`src/rtl/stm_pkg.sv`:
```
package stm_pkg;
  localparam int SET_W = 6;
  localparam int PUL_W = 6;
  localparam int CYC_W = 7;

  typedef struct packed {
    logic [CYC_W-1:0] cycle;
    logic [SET_W-1:0] rd_setup;
    logic [PUL_W-1:0] rd_pulse;
    logic [SET_W-1:0] cs_setup;
    logic [PUL_W-1:0] cs_pulse;
  } stm_timing_t;

  typedef enum logic [1:0] {ST_IDLE, ST_GAP, ST_RUN} stm_state_e;

  // End of a strobe window: setup plus pulse, a zero pulse counting as one.
  function automatic logic [CYC_W:0] stm_end(input logic [SET_W-1:0] s,
                                             input logic [PUL_W-1:0] p);
    logic [CYC_W:0] pe;
    pe = (p == '0) ? (CYC_W+1)'(1) : (CYC_W+1)'(p);
    return (CYC_W+1)'(s) + pe;
  endfunction
endpackage

```
`src/rtl/stm_cfg_bank.sv`:
```
module stm_cfg_bank
  import stm_pkg::*;
#(
  parameter int NUM_CS = 4,
  localparam int SEL_W = (NUM_CS > 1) ? $clog2(NUM_CS) : 1
) (
  input  logic              clk,
  input  logic              rst,
  input  logic              cfg_we,
  input  logic [SEL_W-1:0]  cfg_sel,
  input  stm_timing_t       cfg_data,
  output logic              cfg_err,
  input  logic [SEL_W-1:0]  lk_sel,
  output stm_timing_t       lk_data
);
  localparam stm_timing_t DEF_T = '{cycle: CYC_W'(1), default: '0};

  stm_timing_t bank [NUM_CS];
  logic        bad;
  logic        sel_ok;

  // A record is unusable if either strobe window runs past the cycle end.
  assign bad = ({1'b0, cfg_data.cycle} < stm_end(cfg_data.rd_setup, cfg_data.rd_pulse)) ||
               ({1'b0, cfg_data.cycle} < stm_end(cfg_data.cs_setup, cfg_data.cs_pulse));
  assign sel_ok = ({1'b0, cfg_sel} < (SEL_W+1)'(NUM_CS));

  always_ff @(posedge clk) begin
    if (rst) begin
      cfg_err <= 1'b0;
      for (int i = 0; i < NUM_CS; i++) bank[i] <= DEF_T;
    end else if (cfg_we) begin
      cfg_err <= bad;
      if (!bad && sel_ok) bank[cfg_sel] <= cfg_data;
    end
  end

  assign lk_data = ({1'b0, lk_sel} < (SEL_W+1)'(NUM_CS)) ? bank[lk_sel] : DEF_T;

  for (genvar gi = 0; gi < NUM_CS; gi++) begin : g_keep
    // a rejected write leaves the stored record untouched
    p_keep_on_reject_r10: assert property (@(posedge clk) disable iff (rst)
      (cfg_we && bad && cfg_sel == SEL_W'(gi)) |=> (bank[gi] == $past(bank[gi])));
  end
endmodule

```
`src/rtl/stm_window.sv`:
```
module stm_window
  import stm_pkg::*;
(
  input  logic             en,
  input  logic [CYC_W-1:0] t,
  input  logic [SET_W-1:0] setup,
  input  logic [PUL_W-1:0] pulse,
  output logic             act
);
  logic [CYC_W:0] tt;
  logic [CYC_W:0] t_end;

  assign tt    = {1'b0, t};
  assign t_end = stm_end(setup, pulse);
  assign act   = en && (tt >= (CYC_W+1)'(setup)) && (tt < t_end);
endmodule

```
`src/rtl/stm_seq.sv`:
```
module stm_seq
  import stm_pkg::*;
#(
  parameter int NUM_CS = 4,
  parameter int ADDR_W = 16,
  localparam int SEL_W = (NUM_CS > 1) ? $clog2(NUM_CS) : 1
) (
  input  logic              clk,
  input  logic              rst,
  input  logic              req_valid,
  input  logic [ADDR_W-1:0] req_addr,
  input  logic [SEL_W-1:0]  req_cs,
  input  stm_timing_t       lk_data,
  output logic              req_ready,
  output stm_state_e        state_q,
  output logic [CYC_W-1:0]  cnt_q,
  output stm_timing_t       tim_q,
  output stm_state_e        nxt_state,
  output logic [CYC_W-1:0]  nxt_cnt,
  output stm_timing_t       nxt_tim,
  output logic [ADDR_W-1:0] nxt_addr,
  output logic [SEL_W-1:0]  nxt_cs
);
  logic [SEL_W-1:0]  cs_q;
  logic [ADDR_W-1:0] addr_q;
  logic              last;
  logic              accept;
  logic              old_tail;
  logic              need_gap;

  assign last      = (state_q == ST_RUN) &&
                     (({1'b0, cnt_q} + (CYC_W+1)'(1)) == {1'b0, tim_q.cycle});
  assign req_ready = (state_q == ST_IDLE) || last;
  assign accept    = req_valid && req_ready;
  // previous chip select still low on its final clock (zero hold)
  assign old_tail  = (stm_end(tim_q.cs_setup, tim_q.cs_pulse) == {1'b0, tim_q.cycle});
  assign need_gap  = last && (req_cs != cs_q) && old_tail && (lk_data.cs_setup == '0);

  always_comb begin
    nxt_state = state_q;
    nxt_cnt   = cnt_q;
    nxt_tim   = tim_q;
    nxt_addr  = addr_q;
    nxt_cs    = cs_q;
    if (state_q == ST_GAP) begin
      nxt_state = ST_RUN;
      nxt_cnt   = '0;
    end else if (state_q == ST_RUN && !last) begin
      nxt_cnt = cnt_q + CYC_W'(1);
    end else if (accept) begin
      nxt_tim   = lk_data;
      nxt_addr  = req_addr;
      nxt_cs    = req_cs;
      nxt_cnt   = '0;
      nxt_state = need_gap ? ST_GAP : ST_RUN;
    end else begin
      nxt_state = ST_IDLE;
    end
  end

  always_ff @(posedge clk) begin
    if (rst) begin
      state_q <= ST_IDLE;
      cnt_q   <= '0;
      tim_q   <= '{cycle: CYC_W'(1), default: '0};
      addr_q  <= '0;
      cs_q    <= '0;
    end else begin
      state_q <= nxt_state;
      cnt_q   <= nxt_cnt;
      tim_q   <= nxt_tim;
      addr_q  <= nxt_addr;
      cs_q    <= nxt_cs;
    end
  end

  // the counter never passes the programmed cycle length
  p_cnt_bound_r5: assert property (@(posedge clk) disable iff (rst)
    (state_q == ST_RUN) |-> ({1'b0, cnt_q} < {1'b0, tim_q.cycle}));
  // a turnaround clock lasts exactly one clock and starts a cycle
  p_gap_single_r9: assert property (@(posedge clk) disable iff (rst)
    (state_q == ST_GAP) |=> (state_q == ST_RUN && cnt_q == '0));
endmodule

```
`src/rtl/stm_read_gen.sv`:
```
module stm_read_gen
  import stm_pkg::*;
#(
  parameter int NUM_CS = 4,
  parameter int ADDR_W = 16,
  parameter int DATA_W = 16,
  localparam int SEL_W = (NUM_CS > 1) ? $clog2(NUM_CS) : 1
) (
  input  logic              clk,
  input  logic              rst,
  input  logic              cfg_we,
  input  logic [SEL_W-1:0]  cfg_sel,
  input  logic [SET_W-1:0]  cfg_rd_setup,
  input  logic [PUL_W-1:0]  cfg_rd_pulse,
  input  logic [SET_W-1:0]  cfg_cs_setup,
  input  logic [PUL_W-1:0]  cfg_cs_pulse,
  input  logic [CYC_W-1:0]  cfg_cycle,
  output logic              cfg_err,
  input  logic              req_valid,
  output logic              req_ready,
  input  logic [ADDR_W-1:0] req_addr,
  input  logic [SEL_W-1:0]  req_cs,
  output logic [ADDR_W-1:0] mem_addr,
  output logic [NUM_CS-1:0] mem_cs_n,
  output logic              mem_rd_n,
  input  logic [DATA_W-1:0] mem_rdata,
  output logic              rd_valid,
  output logic [DATA_W-1:0] rd_data
);
  stm_timing_t       cfg_data;
  stm_timing_t       lk_data;
  stm_state_e        state_q;
  stm_state_e        nxt_state;
  logic [CYC_W-1:0]  cnt_q;
  logic [CYC_W-1:0]  nxt_cnt;
  stm_timing_t       tim_q;
  stm_timing_t       nxt_tim;
  logic [ADDR_W-1:0] nxt_addr;
  logic [SEL_W-1:0]  nxt_cs;
  logic              nxt_run;
  logic              rd_act;
  logic              cs_act;
  logic [NUM_CS-1:0] cs_vec_n;
  logic              cap;

  assign cfg_data = '{cycle: cfg_cycle, rd_setup: cfg_rd_setup, rd_pulse: cfg_rd_pulse,
                      cs_setup: cfg_cs_setup, cs_pulse: cfg_cs_pulse};

  stm_cfg_bank #(.NUM_CS(NUM_CS)) u_bank (
    .clk(clk), .rst(rst), .cfg_we(cfg_we), .cfg_sel(cfg_sel), .cfg_data(cfg_data),
    .cfg_err(cfg_err), .lk_sel(req_cs), .lk_data(lk_data)
  );

  stm_seq #(.NUM_CS(NUM_CS), .ADDR_W(ADDR_W)) u_seq (
    .clk(clk), .rst(rst), .req_valid(req_valid), .req_addr(req_addr), .req_cs(req_cs),
    .lk_data(lk_data), .req_ready(req_ready), .state_q(state_q), .cnt_q(cnt_q),
    .tim_q(tim_q), .nxt_state(nxt_state), .nxt_cnt(nxt_cnt), .nxt_tim(nxt_tim),
    .nxt_addr(nxt_addr), .nxt_cs(nxt_cs)
  );

  assign nxt_run = (nxt_state == ST_RUN);

  // Strobe levels for the coming clock, registered below.
  stm_window u_rd_win (
    .en(nxt_run), .t(nxt_cnt), .setup(nxt_tim.rd_setup), .pulse(nxt_tim.rd_pulse),
    .act(rd_act)
  );
  stm_window u_cs_win (
    .en(nxt_run), .t(nxt_cnt), .setup(nxt_tim.cs_setup), .pulse(nxt_tim.cs_pulse),
    .act(cs_act)
  );

  for (genvar gi = 0; gi < NUM_CS; gi++) begin : g_cs
    assign cs_vec_n[gi] = !(cs_act && (nxt_cs == SEL_W'(gi)));
  end

  // Last clock of the read pulse in the running cycle.
  assign cap = (state_q == ST_RUN) &&
               (({1'b0, cnt_q} + (CYC_W+1)'(1)) == stm_end(tim_q.rd_setup, tim_q.rd_pulse));

  always_ff @(posedge clk) begin
    if (rst) begin
      mem_rd_n <= 1'b1;
      mem_cs_n <= '1;
      mem_addr <= '0;
      rd_valid <= 1'b0;
      rd_data  <= '0;
    end else begin
      mem_rd_n <= !rd_act;
      mem_cs_n <= cs_vec_n;
      if (nxt_run) mem_addr <= nxt_addr;
      rd_valid <= cap;
      if (cap) rd_data <= mem_rdata;
    end
  end

  // no strobe is active while idle
  p_idle_quiet_r1: assert property (@(posedge clk) disable iff (rst)
    (state_q == ST_IDLE) |-> (mem_rd_n && (&mem_cs_n)));
  // never two memories selected at once
  p_one_cs_r4: assert property (@(posedge clk) disable iff (rst)
    $onehot0(~mem_cs_n));
  // the turnaround clock drives every strobe high
  p_gap_quiet_r9: assert property (@(posedge clk) disable iff (rst)
    (state_q == ST_GAP) |-> (mem_rd_n && (&mem_cs_n)));
  // returned data always follows a clock with the read strobe low
  p_valid_after_strobe_r7: assert property (@(posedge clk) disable iff (rst)
    rd_valid |-> $past(!mem_rd_n));
  // the address holds through the cycle after its first clock
  p_addr_hold_r2: assert property (@(posedge clk) disable iff (rst)
    (state_q == ST_RUN && cnt_q != '0) |-> $stable(mem_addr));
endmodule

```
`config.mk`:
```
export PLATFORM = sky130hd
export DESIGN_NAME = stm_read_gen
export DESIGN_NICKNAME = d
export VERILOG_FILES = /design/src/rtl/stm_pkg.sv /design/src/rtl/stm_cfg_bank.sv /design/src/rtl/stm_window.sv /design/src/rtl/stm_seq.sv /design/src/rtl/stm_read_gen.sv
export SDC_FILE = /design/constraint.sdc
export NUM_CORES = 1
export LEC_CHECK = 0
export BUFFER_PORTS_ARGS = -buffer_cell sky130_fd_sc_hd__clkbuf_2
export CAP_MARGIN = 0
export CELL_PAD_IN_SITES_DETAIL_PLACEMENT = 0
export CELL_PAD_IN_SITES_GLOBAL_PLACEMENT = 1
export CORE_ASPECT_RATIO = 1.2
export CORE_MARGIN = 2
export CORE_UTILIZATION = 46
export DETAILED_ROUTE_END_ITERATION = 12
export PLACE_DENSITY = 0.84
export SETUP_SLACK_MARGIN = 0.15
export SYNTH_ARGS = -nofsm -noshare
export SYNTH_HDL_FRONTEND = slang
export SYNTH_HIERARCHICAL = 1
export SYNTH_SLANG_ARGS = --single-unit
```
`constraint.sdc`:
```
create_clock -name clk -period 9.9 [get_ports clk]
set_input_delay 0.99 -clock clk [delete_from_list [all_inputs] [get_ports clk]]
set_output_delay 0.99 -clock clk [all_outputs]
set_load 0.1 [all_outputs]
```
==> run summary, run 1 <==
outcome: complete, no violations
Final Hold Fails: 0
postcts setup bufs: 0
Slew @ Worst Pin: 1.18 ns
DR iter-0 viols: 546
Hold Crit Class: register to register
Final nets: 1339
worst flop-to-flop path endpoint: mem_cs_n[1]
power share of the combinational group: 0.383
Root Buffer: clkbuf_16
Slew headroom: 0.210
CP Launch Type: register
First-pass DRT Iterations: 6
Synth area leaders: edfxtp_1 (29%), dfxtp_1 (15%), ha_1 (7.1%)
first-pass GRT wire length: 46200 um
design area: 14400 um2
R2R depth: 20
initial antenna violation count: 0
area grow syn2layout: 10.6%
count leader, synth: edfxtp_1
# IOs: 111
hold path depth: 2
Pwr Total: 3.19 mW
syn avg cell area: 11.4 um2
DP Area: 13700 um2
cts-stage hold buffer count: 0
PortBufs: 110
core area: 27800 um2
Synth Instances: 1136
Routed WL: 28600 um
GRT overflow: 0
Remaining DRCs: 0
starting density of the core: 0.467
diode count: 0
Netlist Area Pre-Place: 13000 um2
Reg power frac: 0.357
htree depth: 1
Die ar.: 29600 um2
routability-driven placement congestion ratio: 0.810
Die Y: 188 um
RSZ-0062 raised after global routing: false
Inst Count DP: 1542
Rows: 67
CTS clk-pin slew, worst paths: 0.07 ns
Reg area: 5670 um2
# fillers: 2482
Leak: 5.41 nW
share of post-route cells with drive strength above 1: 0.255
ys async rst share: 0
# setup viols final: 0
Clk Latency, worst-skew pair: 0.51 ns
Commonest cells post-synth: edfxtp_1 (124), dfxtp_1 (97), nand2_1 (82), ha_1 (74), nor2b_1 (58)
Yosys top cell area share: 0.286
CTS Buf Count: 23
worst endpoint required time: 10.29 ns
Crit Path Max Fanout: 50
VDD IR-drop max: 0.000150 V
CTS Sinks: 221
number of gates resized after cts: 0
YS warnings: 6
die width: 157 um
post-DP HPWL: 19600 um
hold slack final: 0.458 ns
Psw: 1.19 mW
reg-to-reg slack, setup: 3.89 ns
WL/cell: 18.1 um
setup TNS: 0 ns
Final Skew: 0.0176 ns
Clock Power Share: 0.260
vias in the first global route: 8975
Max Root-Sink Buffers: 3
Main synth FF type: edfxtp_1
final period utilization: 0.607
worst slack, placed: 3.82 ns
crit path time final: 6.01 ns
fmax: 166 MHz
area occupied by multi-input gates: 6740 um2
Worst Slack Setup Final: 3.89 ns
clock tree from TritonCTS: built
via count: 8939
max-slew violation count: 0
Setup CP Type: register to register
CP arrival: 6.40 ns
GRT Resource Usage Total: 0.193
sequential share of the synthesized area: 0.436
Max Cap Viol: 0
final non-filler cell total: 1584
Switching Fraction: 0.371
Hold Path End: mem_addr[9]
beginning of the worst hold path: mem_addr[9]
number of synthesized register bits: 221
largest net degree at the start of global routing: 75
Int Power: 2.01 mW
Finished Core Util: 0.516
Synth area leader: edfxtp_1
Net Count, Synth: 1287
Antenna Violating Nets Remaining: 0
post-synth cell types: 71
Via-to-Cell Ratio: 5.64
CP Capture Type: register
r2r startpoint: u_seq/cnt_q[0]
Cell Pwr Density: 222 nW/um2
EDFF count, synth: 124
## critical path, stage by stage, from the launching register on
cell,delay (ns)
dfxtp_1,0.60
ha_1,0.34
nand3_1,0.23
or3_1,0.44
o2111ai_1,0.21
o41a_2,0.40
buf_4,0.70
mux2_4,0.38
ha_1,0.25
fa_1,0.42
a21o_1,0.18
a21oi_2,0.18
o21bai_1,0.08
a21oi_1,0.16
ha_1,0.27
nand2_1,0.08
nand3b_1,0.07
a31oi_1,0.16
o211a_1,0.19
nand2b_1,0.08
or3b_2,0.46
## layout by cell type, fill, tap and decap left out, drive strengths merged, types with 4 or more instances in the layout
cell,n
nand4b,5
a31oi,11
o31ai,7
dfxtp,97
o211a,4
a21o,21
ha,74
mux4,31
nor3,33
a211oi,5
clkbuf,133
xor2,17
xnor2,27
nand2,82
nand3b,4
and3,9
o21bai,12
a21oi,44
inv,37
or2,6
mux2i,16
nor2b,58
or3,4
nor3b,7
or4,6
a22oi,4
nor4,96
clkinv,13
edfxtp,124
o21ai,23
nand4,5
nor2,8
mux2,49
fa,6
buf,12
nand2b,47
nand3,19
## routing by layer
metal / GRT usage / vias up / wire length [um]
met5: 0 / - / 0
met4: 0.0490 / 0 / 512
met3: 0.0217 / 33 / 1260
met2: 0.337 / 234 / 14100
met1: 0.254 / 4306 / 12700
li1: - / 4366 / -
## layout make-up
class	instances	area share
clock buffer	24	0.0403
clock inverter	18	0.00966
inverter	37	0.00966
multi-input combinational	784	0.469
sequential	221	0.394
tap	379	0.0330
timing repair buffer	121	0.0442
## cells by family (layout without fill, tap and decap cells)
| logic type | Yosys count | after routing | share of synthesized area |
|---|---|---|---|
| AO/OA/AOI/OAI | 165 | 165 | 0.0868 |
| adder cells (fa/ha/maj) | 80 | 80 | 0.0805 |
| XOR/XNOR | 44 | 44 | 0.0296 |
| AND/OR/NAND/NOR | 399 | 399 | 0.198 |
| flip-flops | 221 | 221 | 0.436 |
| multiplexers | 96 | 96 | 0.118 |
| buffers and inverters | 131 | 200 | 0.0506 |
## registers in the layout (all words and copies together), names as in the netlist, 2 cells and up
| register | cells |
|---|---|
| u_seq/addr_q | 16 |
| mem_cs_n | 4 |
| u_seq/state_q | 2 |
| u_bank/bank | 124 |
| u_seq/tim_q | 31 |
| rd_data | 16 |
| u_seq/cnt_q | 7 |
| u_seq/cs_q | 2 |
| mem_addr | 16 |
## worst max path at each step
stage,startpoint,to
after global placement,req_cs[0],mem_cs_n[1]
after detailed placement,req_cs[0],mem_cs_n[1]
after CTS,u_seq/cnt_q[0],mem_cs_n[1]
final,u_seq/cnt_q[0],mem_cs_n[1]
after floorplan,cfg_cs_pulse[1],u_bank/bank[1][0]
after global routing,u_seq/cnt_q[0],mem_cs_n[1]
## power groups by stage
stage	clock (mW)	combinational, mW	sequential [mW]
after global routing	0.883	1.33	1.15
after floorplan	0	0.855	1.31
after CTS	0.848	1.22	1.14
after detailed placement	0	1.22	1.16
final	0.830	1.22	1.14
after global placement	0	1.19	1.16
No activity file was read; power rests on OpenSTA's default activity.
==> inputs of run 2 (changes only) <==
Settings changed: ABC_AREA from default to 1, CORE_UTILIZATION 46 to 45, PLACE_DENSITY 0.84 to 0.87.
Clock period 9.9 ns to 6 ns, I/O delays scaled along.
==> run summary, run 2 <==
Setup CP Type: register to register
vias in the first global route: 9951 (+11%)
GRT Resource Usage Total: 0.198 (+0.00483)
CP Capture Type: register
DR iter-0 viols: 709 (+30%)
final period utilization: 0.786 (+0.179)
PortBufs: 110 (unchanged)
Remaining DRCs: 0 (unchanged)
Max stage delay on crit path: 0.58 ns (-0.12 ns)
Net Count, Synth: 1756 (+36%)
Routed WL: 29000 um (+1.4%)
share of post-route cells with drive strength above 1: 0.121 (-0.134)
r2r startpoint: u_seq/cnt_q[0]
die width: 157 um (-0.16%)
largest net degree at the start of global routing: 70 (-6.7%)
worst endpoint required time: 6.39 ns (-3.90 ns)
YS warnings: 6 (unchanged)
htree depth: 1 (unchanged)
cts-stage hold buffer count: 0 (unchanged)
VDD IR-drop max: 0.000173 V (+15%)
met3 GRT Util: 0.0233 (+0.00162)
Hold Path End: u_seq/addr_q[5]
Final nets: 1833 (+37%)
GR peak layer: met2
routability-driven placement congestion ratio: 0.837 (+3.4%)
GRT overflow: 0 (unchanged)
Worst Slack Setup Final: 1.28 ns (-2.61 ns)
diode count: 0 (unchanged)
Slew @ Worst Pin: 0.935 ns (-0.248 ns)
Final Hold Fails: 0 (unchanged)
outcome: complete, no violations
GR Util met2: 0.354 (+0.0176)
worst slack, placed: 1.32 ns (-2.50 ns)
crit path time final: 4.72 ns (-1.29 ns)
met1 usage: 0.248 (-0.00594)
starting density of the core: 0.455 (-0.0117)
initial antenna violation count: 0 (unchanged)
max-slew violation count: 0 (unchanged)
reg-to-reg slack, setup: 1.28 ns (-2.61 ns)
# setup viols final: 0 (unchanged)
worst flop-to-flop path endpoint: mem_cs_n[2]
Final Skew: 0.0115 ns (-0.00618 ns)
Hold Crit Class: input pin to register
setup TNS: 0 ns (unchanged)
Root Buffer: clkbuf_16
WL/cell: 13.9 um (-23%)
# IOs: 111 (unchanged)
hold path depth: 3 (+1)
cell mode on critical path: nor2_1
postcts setup bufs: 0 (unchanged)
number of gates resized after cts: 0 (unchanged)
most frequent cells in the layout: nor2_1 (326), nand2_1 (259), inv_1 (249)
# fillers: 2699 (+8.7%)
CP Launch Type: register
RSZ-0062 raised after global routing: false
via count: 10300 (+15%)
worst path bufs/invs: 4 (+3)
Via-to-Cell Ratio: 4.93 (-13%)
Synth Instances: 1605 (+41%)
R2R depth: 28 (+40%)
area grow syn2layout: 11.0%
CP arrival: 5.10 ns (-1.30 ns)
fmax: 212 MHz (+27%)
CTS Buf Count: 24 (+4.3%)
max reg flops: 124 (unchanged)
Max Cap Viol: 0 (unchanged)
first-pass GRT wire length: 47500 um (+2.7%)
First-pass DRT Iterations: 5 (-1)
Worst path slowest cell: dfxtp_1
CTS Sinks: 221 (unchanged)
Netlist Area Pre-Place: 12700 um2 (-2.5%)
Leak: 6.79 nW (+25%)
Crit Path Max Fanout: 69 (+38%)
commonest non-fill, non-tap cell in the layout: nor2_1
syn avg cell area: 7.90 um2 (-31%)
core area: 27800 um2 (unchanged)
Slew headroom: 0.375 (+0.165)
Pwr Total: 4.50 mW (+41%)
beginning of the worst hold path: req_addr[5]
Antenna Violating Nets Remaining: 0 (unchanged)
CTS clk-pin slew, worst paths: 0.06 ns (about the same)
crit-path leading delay family: simple AND/OR/NAND/NOR gates
clock tree from TritonCTS: built
Die ar.: 29500 um2 (-0.33%)
Die Y: 188 um (-0.16%)
Clk Latency, worst-skew pair: 0.52 ns (about the same)
most flop-heavy register: u_bank/bank
Max Root-Sink Buffers: 3 (unchanged)
Cell Pwr Density: 320 nW/um2 (+44%)
largest registers: u_bank/bank (124), u_seq/tim_q (31)
Rows: 67 (unchanged)
post-DP HPWL: 19800 um (+0.93%)
-- run 2: stage by stage --
stage	std cells	instance area, um2	utilization	hold slack, ns
3_3_place_gp	2035	13300	0.480	0.462
4_1_cts	2079	14100	0.505	0.330
2_1_floorplan	1605	12700	-	0.497
6_report	2079	14100	0.505	0.348
3_5_place_dp	2035	13300	0.480	0.469
5_1_grt	2079	14100	0.505	0.346
-- run 2: worst max path at each step --
stage               depth (start not counted)           start          end  slack, ns
floorplan                                  30  u_seq/cnt_q[0]  mem_cs_n[0]       1.59
global placement                           29  u_seq/cnt_q[0]  mem_cs_n[0]       1.42
detailed placement                         29  u_seq/cnt_q[0]  mem_cs_n[1]       1.32
CTS                                        29  u_seq/cnt_q[0]  mem_cs_n[1]       1.28
global route                               30  u_seq/cnt_q[0]  mem_cs_n[0]       0.58
finish                                     28  u_seq/cnt_q[0]  mem_cs_n[2]       1.28
-- run 2: per-layer routing --
metal / up-vias / share of wire
li1: 5289 / -
met1: 4664 / 0.44
met2: 256 / 0.48
met3: 48 / 0.051
met4: 0 / 0.025
met5: - / 0
-- run 2: worst reg2reg max path: cells and delay by family (launching register included) --
family | cells | cell delay [ns]
DFF | 1 | 0.58
adders and majority gates | 4 | 1.02
buffers and inverters | 4 | 0.31
AOI/OAI and AO/OA | 2 | 0.48
and+or+nand+nor | 18 | 2.20
-- run 2: area by class of cell --
type,instances,area [um2],share of cell area
clock buffers,30,644,0.0458
well taps,379,474,0.0337
clock inverters,14,76.3,0.00543
flip-flops and latches,221,5670,0.403
inverters,257,965,0.0686
repair buffers,126,671,0.0477
multi-input cells,1052,5570,0.396
-- run 2: power by group --
group / internal [mW] / total [mW] / switching [mW]
Sequential: 1.74 / 1.81 / 0.0699
Combinational: 0.407 / 1.32 / 0.918
Clock: 0.762 / 1.36 / 0.600
Total: 2.91 / 4.50 / 1.59
